[config.mk]
export PLATFORM = sky130hd
export DESIGN_NAME = cw_exec_unit
export DESIGN_NICKNAME = d
export VERILOG_FILES = /design/src/rtl/cw_pkg.sv /design/src/rtl/cw_mod_addsub.sv /design/src/rtl/cw_field_alu.sv /design/src/rtl/cw_branch.sv /design/src/rtl/cw_exec_unit.sv
export SDC_FILE = /design/constraint.sdc
export NUM_CORES = 1
export LEC_CHECK = 0
export ABC_AREA = 0
export BUFFER_PORTS_ARGS = -buffer_cell sky130_fd_sc_hd__buf_2
export CORE_MARGIN = 10
export CORE_UTILIZATION = 50
export CTS_CLUSTER_DIAMETER = 40
export DETAILED_ROUTE_END_ITERATION = 7
export PLACE_DENSITY = 0.72
export SLEW_MARGIN = 25
export SYNTH_ARGS = -nofsm -noshare
export SYNTH_HDL_FRONTEND = slang
export SYNTH_SLANG_ARGS = --single-unit
[constraint.sdc]
create_clock -name clk -period 6.8 [get_ports clk]
set_input_delay 0.34 -clock clk [delete_from_list [all_inputs] [get_ports clk]]
set_output_delay 0.34 -clock clk [all_outputs]
set_load 0.005 [all_outputs]
[src/rtl/cw_pkg.sv]
package cw_pkg;
  parameter int CORE_SIZE = 8000;
  localparam int ADDR_W = $clog2(CORE_SIZE);
  localparam int OP_W = 4;
  localparam int MODE_W = 2;

  localparam logic [OP_W-1:0] OP_DAT = 4'd0;
  localparam logic [OP_W-1:0] OP_MOV = 4'd1;
  localparam logic [OP_W-1:0] OP_ADD = 4'd2;
  localparam logic [OP_W-1:0] OP_SUB = 4'd3;
  localparam logic [OP_W-1:0] OP_JMP = 4'd4;
  localparam logic [OP_W-1:0] OP_JMZ = 4'd5;
  localparam logic [OP_W-1:0] OP_JMN = 4'd6;
  localparam logic [OP_W-1:0] OP_DJN = 4'd7;
  localparam logic [OP_W-1:0] OP_CMP = 4'd8;
  localparam logic [OP_W-1:0] OP_SLT = 4'd9;
  localparam logic [OP_W-1:0] OP_SPL = 4'd10;

  localparam logic [MODE_W-1:0] MD_IMM = 2'd0;

  typedef struct packed {
    logic [OP_W-1:0]   op;
    logic [MODE_W-1:0] amode;
    logic [MODE_W-1:0] bmode;
    logic [ADDR_W-1:0] af;
    logic [ADDR_W-1:0] bf;
  } word_t;

  localparam int WORD_W = $bits(word_t);
endpackage

[src/rtl/cw_mod_addsub.sv]
module cw_mod_addsub #(
  parameter int M = 8000,
  parameter int W = 13
) (
  input  logic [W-1:0] x,
  input  logic [W-1:0] y,
  input  logic         sub,
  output logic [W-1:0] r
);
  localparam logic [W:0] MV = (W+1)'(M);
  logic [W:0] s;

  always_comb begin
    if (!sub) begin
      s = {1'b0, x} + {1'b0, y};
      if (s >= MV) s = s - MV;
    end else if (x >= y) begin
      s = {1'b0, x} - {1'b0, y};
    end else begin
      s = {1'b0, x} + MV - {1'b0, y};
    end
  end

  assign r = s[W-1:0];


  always_comb begin
    if (x < MV && y < MV) begin
      res_range_chk: assert (s < MV);
    end
  end
endmodule

[src/rtl/cw_field_alu.sv]
module cw_field_alu #(
  parameter int M = 8000,
  parameter int W = 13
) (
  input  logic [3:0]   op,
  input  logic         a_imm,
  input  logic [W-1:0] imm_val,
  input  logic [W-1:0] a_af,
  input  logic [W-1:0] a_bf,
  input  logic [W-1:0] b_af,
  input  logic [W-1:0] b_bf,
  output logic [W-1:0] new_af,
  output logic [W-1:0] new_bf
);
  localparam int LANES = 2;
  logic [W-1:0] xs [LANES];
  logic [W-1:0] ys [LANES];
  logic [W-1:0] rs [LANES];
  logic         subs [LANES];

  logic is_djn, is_sub;
  assign is_djn = (op == cw_pkg::OP_DJN);
  assign is_sub = (op == cw_pkg::OP_SUB);

  // lane 0: A-field, lane 1: B-field
  assign xs[0]   = b_af;
  assign ys[0]   = a_af;
  assign subs[0] = is_sub;
  assign xs[1]   = b_bf;
  assign ys[1]   = is_djn ? W'(1) : (a_imm ? imm_val : a_bf);
  assign subs[1] = is_sub | is_djn;

  for (genvar i = 0; i < LANES; i++) begin : g_lane
    cw_mod_addsub #(.M(M), .W(W)) u_as (
      .x(xs[i]), .y(ys[i]), .sub(subs[i]), .r(rs[i])
    );
  end

  assign new_af = rs[0];
  assign new_bf = rs[1];
endmodule

[src/rtl/cw_branch.sv]
module cw_branch #(
  parameter int M = 8000,
  parameter int W = 13,
  parameter int WW = 34
) (
  input  logic [3:0]    op,
  input  logic          a_imm,
  input  logic [W-1:0]  pc,
  input  logic [W-1:0]  imm_val,
  input  logic [W-1:0]  a_addr,
  input  logic [WW-1:0] a_word,
  input  logic [W-1:0]  a_bf,
  input  logic [WW-1:0] b_word,
  input  logic [W-1:0]  b_bf,
  input  logic [W-1:0]  djn_bf,
  output logic [W-1:0]  next_pc,
  output logic          kill,
  output logic          split,
  output logic [W-1:0]  split_pc
);
  logic [W-1:0] pc_p1, pc_p2;
  logic         cmp_eq, slt_lt;
  logic [W-1:0] slt_a;

  cw_mod_addsub #(.M(M), .W(W)) u_inc1 (
    .x(pc), .y(W'(1)), .sub(1'b0), .r(pc_p1)
  );
  cw_mod_addsub #(.M(M), .W(W)) u_inc2 (
    .x(pc), .y(W'(2)), .sub(1'b0), .r(pc_p2)
  );

  assign cmp_eq = a_imm ? (imm_val == b_bf) : (a_word == b_word);
  assign slt_a  = a_imm ? imm_val : a_bf;
  assign slt_lt = (slt_a < b_bf);

  always_comb begin
    next_pc  = pc_p1;
    kill     = 1'b0;
    split    = 1'b0;
    split_pc = a_addr;
    case (op)
      cw_pkg::OP_MOV, cw_pkg::OP_ADD, cw_pkg::OP_SUB: next_pc = pc_p1;
      cw_pkg::OP_JMP: next_pc = a_addr;
      cw_pkg::OP_JMZ: if (b_bf == '0) next_pc = a_addr;
      cw_pkg::OP_JMN: if (b_bf != '0) next_pc = a_addr;
      cw_pkg::OP_DJN: if (djn_bf != '0) next_pc = a_addr;
      cw_pkg::OP_CMP: if (cmp_eq) next_pc = pc_p2;
      cw_pkg::OP_SLT: if (slt_lt) next_pc = pc_p2;
      cw_pkg::OP_SPL: split = 1'b1;
      default: kill = 1'b1;
    endcase
  end
endmodule

[src/rtl/cw_exec_unit.sv]
module cw_exec_unit
  import cw_pkg::*;
(
  input  logic              clk,
  input  logic              rst,
  input  logic              in_valid,
  input  logic [ADDR_W-1:0] pc,
  input  logic [WORD_W-1:0] instr,
  input  logic [ADDR_W-1:0] a_addr,
  input  logic [WORD_W-1:0] a_word,
  input  logic [ADDR_W-1:0] b_addr,
  input  logic [WORD_W-1:0] b_word,
  output logic              out_valid,
  output logic [ADDR_W-1:0] next_pc,
  output logic              kill,
  output logic              split,
  output logic [ADDR_W-1:0] split_pc,
  output logic              mem_we,
  output logic [ADDR_W-1:0] mem_waddr,
  output logic [WORD_W-1:0] mem_wdata
);
  word_t ins, aw, bw, wd_c;
  logic  a_imm, we_c, kill_c, split_c;
  logic [ADDR_W-1:0] new_af, new_bf, np_c, spc_c;

  assign ins   = word_t'(instr);
  assign aw    = word_t'(a_word);
  assign bw    = word_t'(b_word);
  assign a_imm = (ins.amode == MD_IMM);

  cw_field_alu #(.M(CORE_SIZE), .W(ADDR_W)) u_alu (
    .op(ins.op), .a_imm(a_imm), .imm_val(ins.af),
    .a_af(aw.af), .a_bf(aw.bf), .b_af(bw.af), .b_bf(bw.bf),
    .new_af(new_af), .new_bf(new_bf)
  );

  cw_branch #(.M(CORE_SIZE), .W(ADDR_W), .WW(WORD_W)) u_br (
    .op(ins.op), .a_imm(a_imm), .pc(pc), .imm_val(ins.af),
    .a_addr(a_addr), .a_word(a_word), .a_bf(aw.bf),
    .b_word(b_word), .b_bf(bw.bf), .djn_bf(new_bf),
    .next_pc(np_c), .kill(kill_c), .split(split_c), .split_pc(spc_c)
  );

  always_comb begin
    wd_c = bw;
    we_c = 1'b0;
    case (ins.op)
      OP_MOV: begin
        we_c = 1'b1;
        if (a_imm) wd_c.bf = ins.af;
        else       wd_c = aw;
      end
      OP_ADD, OP_SUB: begin
        we_c = 1'b1;
        wd_c.bf = new_bf;
        if (!a_imm) wd_c.af = new_af;
      end
      OP_DJN: begin
        we_c = 1'b1;
        wd_c.bf = new_bf;
      end
      default: we_c = 1'b0;
    endcase
  end

  always_ff @(posedge clk) begin
    if (rst) begin
      out_valid <= 1'b0;
      kill      <= 1'b0;
      split     <= 1'b0;
      mem_we    <= 1'b0;
      next_pc   <= '0;
      split_pc  <= '0;
      mem_waddr <= '0;
      mem_wdata <= '0;
    end else begin
      out_valid <= in_valid;
      kill      <= in_valid & kill_c;
      split     <= in_valid & split_c;
      mem_we    <= in_valid & we_c;
      next_pc   <= np_c;
      split_pc  <= spc_c;
      mem_waddr <= b_addr;
      mem_wdata <= wd_c;
    end
  end


  valid_pipe_chk: assert property (@(posedge clk) disable iff (rst)
    in_valid |=> out_valid);

  idle_quiet_chk: assert property (@(posedge clk) disable iff (rst)
    !in_valid |=> (!out_valid && !mem_we && !kill && !split));

  kill_excl_chk: assert property (@(posedge clk) disable iff (rst)
    kill |-> (!mem_we && !split));

  split_nowrite_chk: assert property (@(posedge clk) disable iff (rst)
    split |-> !mem_we);

  pc_range_chk: assert property (@(posedge clk) disable iff (rst)
    (out_valid && $past(pc) < ADDR_W'(CORE_SIZE) && $past(a_addr) < ADDR_W'(CORE_SIZE))
      |-> (next_pc < ADDR_W'(CORE_SIZE)));

  reset_quiet_chk: assert property (@(posedge clk)
    $past(rst) |-> (!out_valid && !mem_we && !kill && !split));
endmodule

After elaboration in Yosys (flattened, before gate mapping) --
Index checks and enable logic that the tools add are counted.
Operators by class: magnitude comparators 7, bitwise logic cells 4, multiplexer cells 25, add/sub/neg operators 14, equality and inequality tests 12, $mul 0, reduce and logical (&&, ||, !) cells 8, shifts and indexed selects 0, divide/modulo/power cells 0
Operators by type and width (count):
- $mux W13 | 16
- $pmux W13 S6 | 1
- $ge A14 B13 Y1 const B | 4
- $pmux W13 S2 | 2
- $sub A13 B13 Y13 | 4
- $sub A13 B13 Y13 const B | 4
- $eq A34 B34 Y1 | 1
- $add A13 B13 Y14 | 2
- $add A13 B13 Y13 const B | 2
- $ge A13 B13 Y1 | 2
- $reduce_bool A13 Y1 | 2
- $mux W21 | 1
- $eq A4 B3 Y1 const B | 4
- $add A13 B1 Y14 const B | 1
- $add A13 B2 Y14 const B | 1
- $eq A13 B13 Y1 | 1
- $logic_not A13 Y1 | 1
- $lt A13 B13 Y1 | 1
- $eq A4 B4 Y1 const B | 3
- $reduce_or A10 Y1 | 1
- $eq A4 B2 Y1 const B | 2
- $mux W8 | 1
- $eq A4 B1 Y1 const B | 1
- $mux W1 | 4
- other kinds (6) | 8
Storage, ports and cells: bits of input ports 144, logic and storage cells 78, bits in writable memories 0, output and inout bits 77, bits in registers 77, latch bits 0, bits in read-only memories 0, memories 0

Logic depth before layout (Yosys ltp) --
Gate-level depths: netlist of the first run.
depth in word-level cells 10, gate-level depth with buffers 25, depth with buffers taken out 21

By module --
A second synthesis of the first run with hierarchy kept.
Unflattened totals: cell total of the unflattened synthesis 2020, area total of the unflattened synthesis 15640.0 um2
By module, submodules not included:
- cw_exec_unit | cells an instance 306, area each 3085.5 um2, instances 1, seq. area each 1541.5 um2
- cw_mod_addsub (u_alu.g_lane[0].u_as) | cells an instance 381, area each 2783.9 um2, instances 1, seq. area each 0.0 um2
- cw_mod_addsub (u_br.u_inc1) | cells an instance 370, area each 2768.9 um2, instances 1, seq. area each 0.0 um2
- cw_mod_addsub (u_br.u_inc2) | cells an instance 362, area each 2557.5 um2, instances 1, seq. area each 0.0 um2
- cw_mod_addsub (u_alu.g_lane[1].u_as) | cells an instance 354, area each 2539.9 um2, instances 1, seq. area each 0.0 um2
- cw_branch | cells an instance 214, area each 1659.1 um2, instances 1, seq. area each 0.0 um2
- cw_field_alu | cells an instance 33, area each 245.2 um2, instances 1, seq. area each 0.0 um2

Worst setup path before layout of the first run --
OpenSTA, ideal clock, no wires.
path type input to register, start point input instr[33], end point register next_pc[7], stages on the path 22, data arrival time 5.181 ns, path buffers 4, path slack 1.502 ns, required time 6.683 ns, setup time 0.117 ns, path through clkbuf_1 nor2b_1 nand2_1 clkbuf_1 nand2_1 ha_1 buf_2 nand2b_1 a211o_1 a311oi_2 ha_1 nand4b_1 o41ai_1 o21a_1 and3_1 o221ai_1 or4b_1 nor4_2 nor2b_1 buf_4 o21a_1 nand2_1
Between the ends: cells in the longest elaborated chain, start to end 9, elaborated cells on any way between the ends 21, those cells by class 4 x add/sub; 2 x order compare; 7 x eq/ne; 6 x mux; 1 x bitwise; 1 x reduce/logical
RTL lines:
- start, declared | line cw_exec_unit.sv:8 | input logic [WORD_W-1:0] instr,
- $eq A4 B3 Y1 | line cw_field_alu.sv:22, cw_branch.sv:41
- $mux W13 | line cw_field_alu.sv:30 | assign ys[1] = is_djn ? W'(1) : (a_imm ? imm_val : a_bf);
- $add A13 B13 Y14 | line cw_mod_addsub.sv:15 | s = {1'b0, x} + {1'b0, y};
- $sub A13 B13 Y13 / $ge A14 B13 Y1 (equally long branches) | line cw_mod_addsub.sv:16 | if (s >= MV) s = s - MV;
- $mux W13 | line cw_mod_addsub.sv:16
- $mux W13 | line cw_mod_addsub.sv:14 | if (!sub) begin
- $reduce_bool A13 Y1 | line cw_branch.sv:46 | cw_pkg::OP_DJN: if (djn_bf != '0) next_pc = a_addr;
- $mux W13 | line cw_branch.sv:46
- $pmux W13 S6 (*) | line cw_branch.sv:41 | case (op)
- end signal, assigned | line cw_exec_unit.sv:81 | next_pc <= np_c;
- end, declared | line cw_exec_unit.sv:14 | output logic [ADDR_W-1:0] next_pc,
Every way passes the cells marked *; elsewhere a longest branch is shown, timed or not. A chain may end at the register's enable or synchronous reset.

Worst setup path in the final report of the first run --
start point input instr[29], end point register next_pc[0]
Between the ends: cells in the longest elaborated chain, start to end 10, elaborated cells on any way between the ends 19, those cells by class 4 x add/sub; 3 x order compare; 10 x mux; 2 x reduce/logical
RTL lines:
- $logic_not A2 Y1 (*) | line cw_exec_unit.sv:29 | assign a_imm = (ins.amode == MD_IMM);
- $mux W13 | line cw_field_alu.sv:30, cw_branch.sv:33
- $mux W13 | line cw_field_alu.sv:30
- $add A13 B13 Y14 | line cw_mod_addsub.sv:15
- $sub A13 B13 Y13 / $ge A14 B13 Y1 (equally long branches) | line cw_mod_addsub.sv:16
- $mux W13 | line cw_mod_addsub.sv:16
- $mux W13 | line cw_mod_addsub.sv:14
- $reduce_bool A13 Y1 | line cw_branch.sv:46
- $mux W13 | line cw_branch.sv:46
- $pmux W13 S6 (*) | line cw_branch.sv:41
Marked as above.

==> reports/results.ini, run 1 <==
[floorplan]
rows = 51
die_w_um = 161
start_util_pct = 51.1
io_pins = 221
coreArea_sq_mm = 0.0195
die_h_um = 161
die_area_sq_mm = 0.0260

[critical_path]
crit_arrival_ns = 6.27
crit_path_max_fanout = 15
cp-end-kind = register
start_kind = input port
cp.required_ns = 7.10
path_class = input port to register

[logic_synthesis]
synth_fp_nets = 1611
synth_top_area_share_pct = 15.4
synth.top_cells.by_area = dfxtp_1 (15%), ha_1 (14%), xnor2_1 (6.7%)
synth_edf_count = 0
synth-seq-cells = 77
synth_flop_cell = dfxtp_1
ys_seq_area_share_pct = 15.4
syn_area_sq_mm = 0.00998
syn_area_per_cell_sq_um = 7.44
synth_top_area_cell = dfxtp_1
synth-async-reset-ratio_pct = 0
synth.distinct_cells = 96
synth_warnings = 0
synthesis.instances = 1341

[sta]
setup_viol = 0
rsz0062_at_grt = no
clock.fmax_ghz = 0.167
slew_violations = 0
timing.setup.tns_ns = 0
hold_viol = 0
tightest_slew_ns = 1.07
setup_ws_ns = 0.824
slew_headroom_pct = 28.6
min_period_ns = 5.98
finalCritPeriodShare_pct = 87.9

[power_and_ir_drop]
irDropWorstVdd_mv = 0.153
leakage_uw = 0.00532
powerDensity_mw_per_mm2 = 176

[detailed_routing]
routedWlPerCell_um = 19.5
ant_nets = 0
drtPass1Iterations = 6
vias_per_cell = 6.02
drt_iter0_drc = 935
drc_errors = 0
vias = 10701
drt_wl_total_um = 34700

[placed_design]
dp_slack_ns = 0.547
port_buffers = 205
gp_congestion = 0.959
dp_hpwl_um = 27900

[finish]
area_growth_syn_to_layout_pct = 14.8
nFillCells = 1883
mostFrequentLayoutCell = buf_2
regArea_sq_mm = 0.00154
final_nets = 1777
multi_input_area_sq_mm = 0.00773
final_cell_mix = buf_2 (205), nand2_1 (153), inv_1 (113), ha_1 (108), nor2_1 (97)
drive_gt1_share_pct = 17.6

[clock_tree]
cts_tree = yes
clockBufferDepth = 2
hold_buffers = 0
postCtsResizedCells = 0
path_clk_slew_ns = 0.08
post-cts-setup-buffers = 0
cts_sinks = 77
cts_root_buffer = clkbuf_16
cts_made_buffers = 9
htree_levels = 3

[grt]
antenna_found_initial = 2
grt.total_usage_pct = 25.6
grt_pass1_wl_um = 54700
grt_max_degree = 75
first_global_vias = 10295
grt_overflow_total = 0

[run_status]
status = finished clean

[hold_path]
hold_class = input port to register
hold-path-cell-count = 2

[run]
cap_violations = 0

## critical path, stage by stage
cell and delay (ns):
buf_2 0.11, nor2_2 0.50, mux2i_1 0.42, nand2_1 0.15
ha_1 0.24, fa_1 0.42, nand2b_1 0.15, a2111oi_0 0.14
a311oi_2 0.47, ha_1 0.24, nand4b_1 0.09, o41ai_1 0.57
o21a_1 0.28, and3_1 0.17, o221ai_1 0.17, or4b_1 0.59
nor4_2 0.19, buf_4 0.19, nor2b_1 0.53, nand4_1 0.17
o211ai_1 0.15
## cells by family after synthesis
group,after synthesis,share of synthesized area (%)
AO/OA/AOI/OAI,363,25.5
XOR/XNOR,118,10.4
AND/OR/NAND/NOR,463,22.9
flip-flops,77,15.4
multiplexers,14,1.48
adder cells (fa/ha/maj),127,17.3
buffers and inverters,179,7.06
## report_power, final
group,internal (uW),total (uW),switching (uW),leakage (uW)
registers,483,490,7.07,0.000640
clock network,256,498,242,0.000133
logic,406,1020,619,0.00454
total,1140,2010,868,0.00532
## state kept, by name (all words and copies together) (netlist names)
name and count:
kill 1, mem_waddr 13, mem_wdata 34, mem_we 1
next_pc 13, out_valid 1, split 1, split_pc 13
## final cells by class
cell class,count,area share [%]
timing repair buffer,217,9.74
sequential,77,13.5
clock buffer,9,1.97
antenna,1,0.0218
tap,265,2.89
inverter,117,3.83
multi-input combinational,1085,67.5
clock inverter,7,0.590
## cells in the mapped netlist (all sizes together), types with 6 or more instances
library cell and n:
xor2 42, inv 113, fa 18, a211o 6, ha 108, clkbuf 47, o41ai 7, or2 9
a221oi 13, a31oi 20, a211oi 22, buf 15, nor4 19, nor3 31, a21o 14, nand2 154
o21a 13, o31ai 8, nand2b 14, a22oi 19, mux2i 11, dfxtp 77, o21bai 12, o21ai 51
xnor2 76, o211ai 19, nor2b 40, nand4 23, and2 8, a21oi 91, nand3 32, nor2 98
## stage by stage
stage          total power (uW)  cell area, sq um  hold WS, ns  cells  utilization (%)
6_report                   2010             11500        0.174   1778             58.7
5_1_grt                    2150             11500        0.183   1777             58.7
2_1_floorplan              1220              9980        0.468   1341                -
3_3_place_gp               1490             11200        0.547   1761             57.2
3_5_place_dp               1500             11200        0.555   1761             57.2
4_1_cts                    2000             11500        0.172   1777             58.7
## per-layer routing
metal  global-route usage [%]  routed length, um
met1                     32.0              14500
met2                     41.4              15900
met3                     6.63               3080
met4                     9.31               1190
met5                        0                 18
## final timing paths
check | slack [ns] | to | from
worst max-delay path | 0.82 | next_pc[0]$_SDFF_PP0_ | instr[29]
worst min-delay path | 0.17 | mem_waddr[1]$_SDFF_PP0_ | b_addr[1]
Note: power is estimated with default switching activity, not from simulation.
==> inputs of run 2 (changes only) <==
Settings changed: ABC_AREA 0 to 1, REMOVE_ABC_BUFFERS from default to 1.
==> run 2 against run 1 <==
Power about the same; combinational power about the same; routed wire length rose by 12%; fmax up 16%; clock power about the same; cell count increased by 25%.
==> reports/results.ini, run 2 <==
[finish]
drive_gt1_share_pct = 15.0  ; was 17.6%
area_growth_syn_to_layout_pct = 14.1  ; was 14.8%
final_cell_mix = nand2_1 (360), inv_1 (284), buf_2 (205), nor2_1 (168), a21oi_1 (136)  ; was buf_2 (205), nand2_1 (153), inv_1 (113), ha_1 (108), nor2_1 (97)
mostFrequentLayoutCell = nand2_1  ; was buf_2
top_register = mem_wdata  ; unchanged
largest_register_ff_count = 34  ; unchanged
final_nets = 2201  ; was 1777
nFillCells = 2112  ; was 1883
finalNonFillerCells = 2214  ; was 1778

[logic_synthesis]
synthAdderAreaFrac_pct = 16.0  ; was 17.3%
synth_simple_gate_area_share_pct = 31.9  ; was 22.9%
synth.top_cells.by_area = dfxtp_1 (14%), ha_1 (13%), nand2_1 (13%)  ; was dfxtp_1 (15%), ha_1 (14%), xnor2_1 (6.7%)
synth-async-reset-ratio_pct = 0  ; unchanged
synth_top_area_cell = dfxtp_1  ; unchanged
synthesis.instances = 1755  ; was 1341
synth_warnings = 0  ; unchanged
synth_edf_count = 0  ; unchanged
syn_area_sq_mm = 0.0107  ; was 0.00998 sq mm
synthXorXnorAreaFrac_pct = 6.46  ; was 10.4%
ys_seq_area_share_pct = 14.4  ; was 15.4%
synth_flop_cell = dfxtp_1  ; unchanged
syn_area_per_cell_sq_um = 6.09  ; was 7.44 sq um
synthTopCellsByCount = nand2_1 (360), inv_1 (284), nor2_1 (171)  ; was nand2_1 (153), inv_1 (113), ha_1 (108)
synth_top_area_share_pct = 14.4  ; was 15.4%
synth_top_family_by_area = simple AND/OR/NAND/NOR gates  ; was compound AO/OA/AOI/OAI gates
yosysMostFrequentCell = nand2_1  ; unchanged
synth.distinct_cells = 55  ; was 96
synth_compound_area_share_pct = 18.4  ; was 25.5%
synthMuxAreaShare_pct = 0  ; was 1.48%
synth-seq-cells = 77  ; unchanged

[power_and_ir_drop]
p_comb_share_pct = 50.8  ; was 50.9%
p_seq_share_pct = 24.4  ; was 24.3%
pwr-share-clk_pct = 24.8  ; was 24.7%
p_switching_uw = 918  ; was 868 uW
powerDensity_mw_per_mm2 = 165  ; was 176 mW/mm^2
irDropWorstVdd_mv = 0.149  ; was 0.153 mV
p_int_uw = 1090  ; was 1140 uW
p_sw_share_pct = 45.7  ; was 43.1%
leakage_uw = 0.00653  ; was 0.00532 uW

[sta]
slew_headroom_pct = 26.3  ; was 28.6%
slew_violations = 0  ; unchanged
setup_viol = 0  ; unchanged
hold_viol = 0  ; unchanged
finalCritPeriodShare_pct = 75.9  ; was 87.9%
tightest_slew_ns = 1.10  ; was 1.07 ns
min_period_ns = 5.16  ; was 5.98 ns
rsz0062_at_grt = no  ; unchanged
clock.fmax_ghz = 0.194  ; was 0.167 GHz
timing.setup.tns_ns = 0  ; unchanged
setup_ws_ns = 1.64  ; was 0.824 ns

[critical_path]
crit_arrival_ns = 5.44  ; was 6.27 ns
cp-end-kind = register  ; unchanged
cp.required_ns = 7.08  ; was 7.10 ns
slowest_stage = ha_1  ; was or4b_1
start_kind = input port  ; unchanged
crit_path_max_fanout = 16  ; was 15
path_class = input port to register  ; unchanged
max_stage_delay_ns = 0.54  ; was 0.59 ns

[clock_tree]
cts_root_buffer = clkbuf_16  ; unchanged
clockBufferDepth = 2  ; unchanged
hold_buffers = 0  ; unchanged
htree_levels = 3  ; unchanged
cts_tree = yes  ; unchanged
path_clk_slew_ns = 0.07  ; was 0.08 ns
cts_sinks = 77  ; unchanged
post-cts-setup-buffers = 0  ; unchanged
cts_made_buffers = 9  ; unchanged
postCtsResizedCells = 0  ; unchanged

[floorplan]
start_util_pct = 50.9  ; was 51.1%
io_pins = 221  ; unchanged
die_h_um = 166  ; was 161 um
rows = 53  ; was 51
die_w_um = 166  ; was 161 um
coreArea_sq_mm = 0.0210  ; was 0.0195 sq mm
die_area_sq_mm = 0.0276  ; was 0.0260 sq mm

[grt]
antenna_found_initial = 3  ; was 2
grt_overflow_total = 0  ; unchanged
grt.total_usage_pct = 26.8  ; was 25.6%
first_global_vias = 11666  ; was 10295
grt_max_degree = 48  ; was 75
grt_pass1_wl_um = 61400  ; was 54700 um

[placed_design]
port_buffers = 205  ; unchanged
dp.cells = 2195  ; was 1761
gp_congestion = 0.973  ; was 0.959
dp_hpwl_um = 31700  ; was 27900 um
dp_slack_ns = 1.34  ; was 0.547 ns

[detailed_routing]
routedWlPerCell_um = 17.6  ; was 19.5 um
drt_iter0_drc = 995  ; was 935
drt_wl_total_um = 38900  ; was 34700 um
ant_nets = 0  ; unchanged
drc_errors = 0  ; unchanged
drtPass1Iterations = 5  ; was 6
vias = 12219  ; was 10701
vias_per_cell = 5.52  ; was 6.02

[hold_path]
hold_end = mem_waddr[11]$_SDFF_PP0_  ; was mem_waddr[1]$_SDFF_PP0_
hold_class = input port to register  ; unchanged
hp-start = b_addr[11]  ; was b_addr[1]
hold-path-cell-count = 3  ; was 2

[run_status]
status = finished clean  ; unchanged

[run]
cap_violations = 0  ; unchanged

[run 2: how the worst max path moves through the flow]
stage / to / from / slack, ns / cells past startpoint
floorplan: next_pc[0]$_SDFF_PP0_ / instr[29] / 1.45 / 25
global placement: next_pc[1]$_SDFF_PP0_ / instr[29] / 1.37 / 28
detailed placement: next_pc[1]$_SDFF_PP0_ / instr[29] / 1.34 / 28
CTS: next_pc[1]$_SDFF_PP0_ / instr[29] / 1.71 / 29
global route: next_pc[11]$_SDFF_PP0_ / instr[29] / 1.11 / 27
finish: next_pc[11]$_SDFF_PP0_ / instr[29] / 1.64 / 29
[run 2: cell families after synthesis]
logic type                 after synthesis
AOI/OAI and AO/OA                      344
xor gates and xnor gates                78
adders and majority gates              126
buffers and inverters                  354
DFF                                     77
and+or+nand+nor                        776
[run 2: layer usage]
| metal | up-vias | global-route usage (%) | wire, um |
|---|---|---|---|
| li1 | 6055 | - | - |
| met1 | 5621 | 33.5 | 16500 |
| met2 | 473 | 46.4 | 18800 |
| met3 | 70 | 3.27 | 2440 |
| met4 | 0 | 9.62 | 1100 |
| met5 | - | 0 | 0 |
[run 2: metrics by stage]
step	hold WS, ns	area, sq um	total power, uW	utilization (%)
after global routing	0.176	12200	2150	58.0
after floorplan	0.409	10500	1190	-
final	0.173	12200	2010	58.0
after CTS	0.167	12200	2000	58.0
after global placement	0.538	11900	1490	56.6
after detailed placement	0.546	11900	1500	56.6
[run 2: final cells by class]
cell class                 count  area (sq um)  area share, %
antenna                        3          7.51         0.0615
timing repair buffer         211          1070           8.78
clock buffer                   9           225           1.85
sequential                    77          1540           12.6
multi-input combinational   1324          7790           63.9
clock inverter                 7          63.8          0.523
tap                          275           344           2.82
inverter                     308          1160           9.48
[run 2: critical path, delay by kind of cell]
kind / cells / cell delay, ns
buf+inv: 5 / 0.72
fa+ha+maj: 2 / 0.72
simple gates: 18 / 2.93
xor+xnor: 1 / 0.19
compound gates: 3 / 0.52
[run 2: power by group through the flow]
| stage | clock (uW) | combinational [uW] | sequential [uW] |
|---|---|---|---|
| finish | 499 | 1020 | 490 |
| global route | 520 | 1140 | 493 |
| CTS | 504 | 1010 | 490 |
| detailed placement | 0 | 1000 | 500 |
| global placement | 0 | 989 | 500 |
| floorplan | 0 | 680 | 505 |
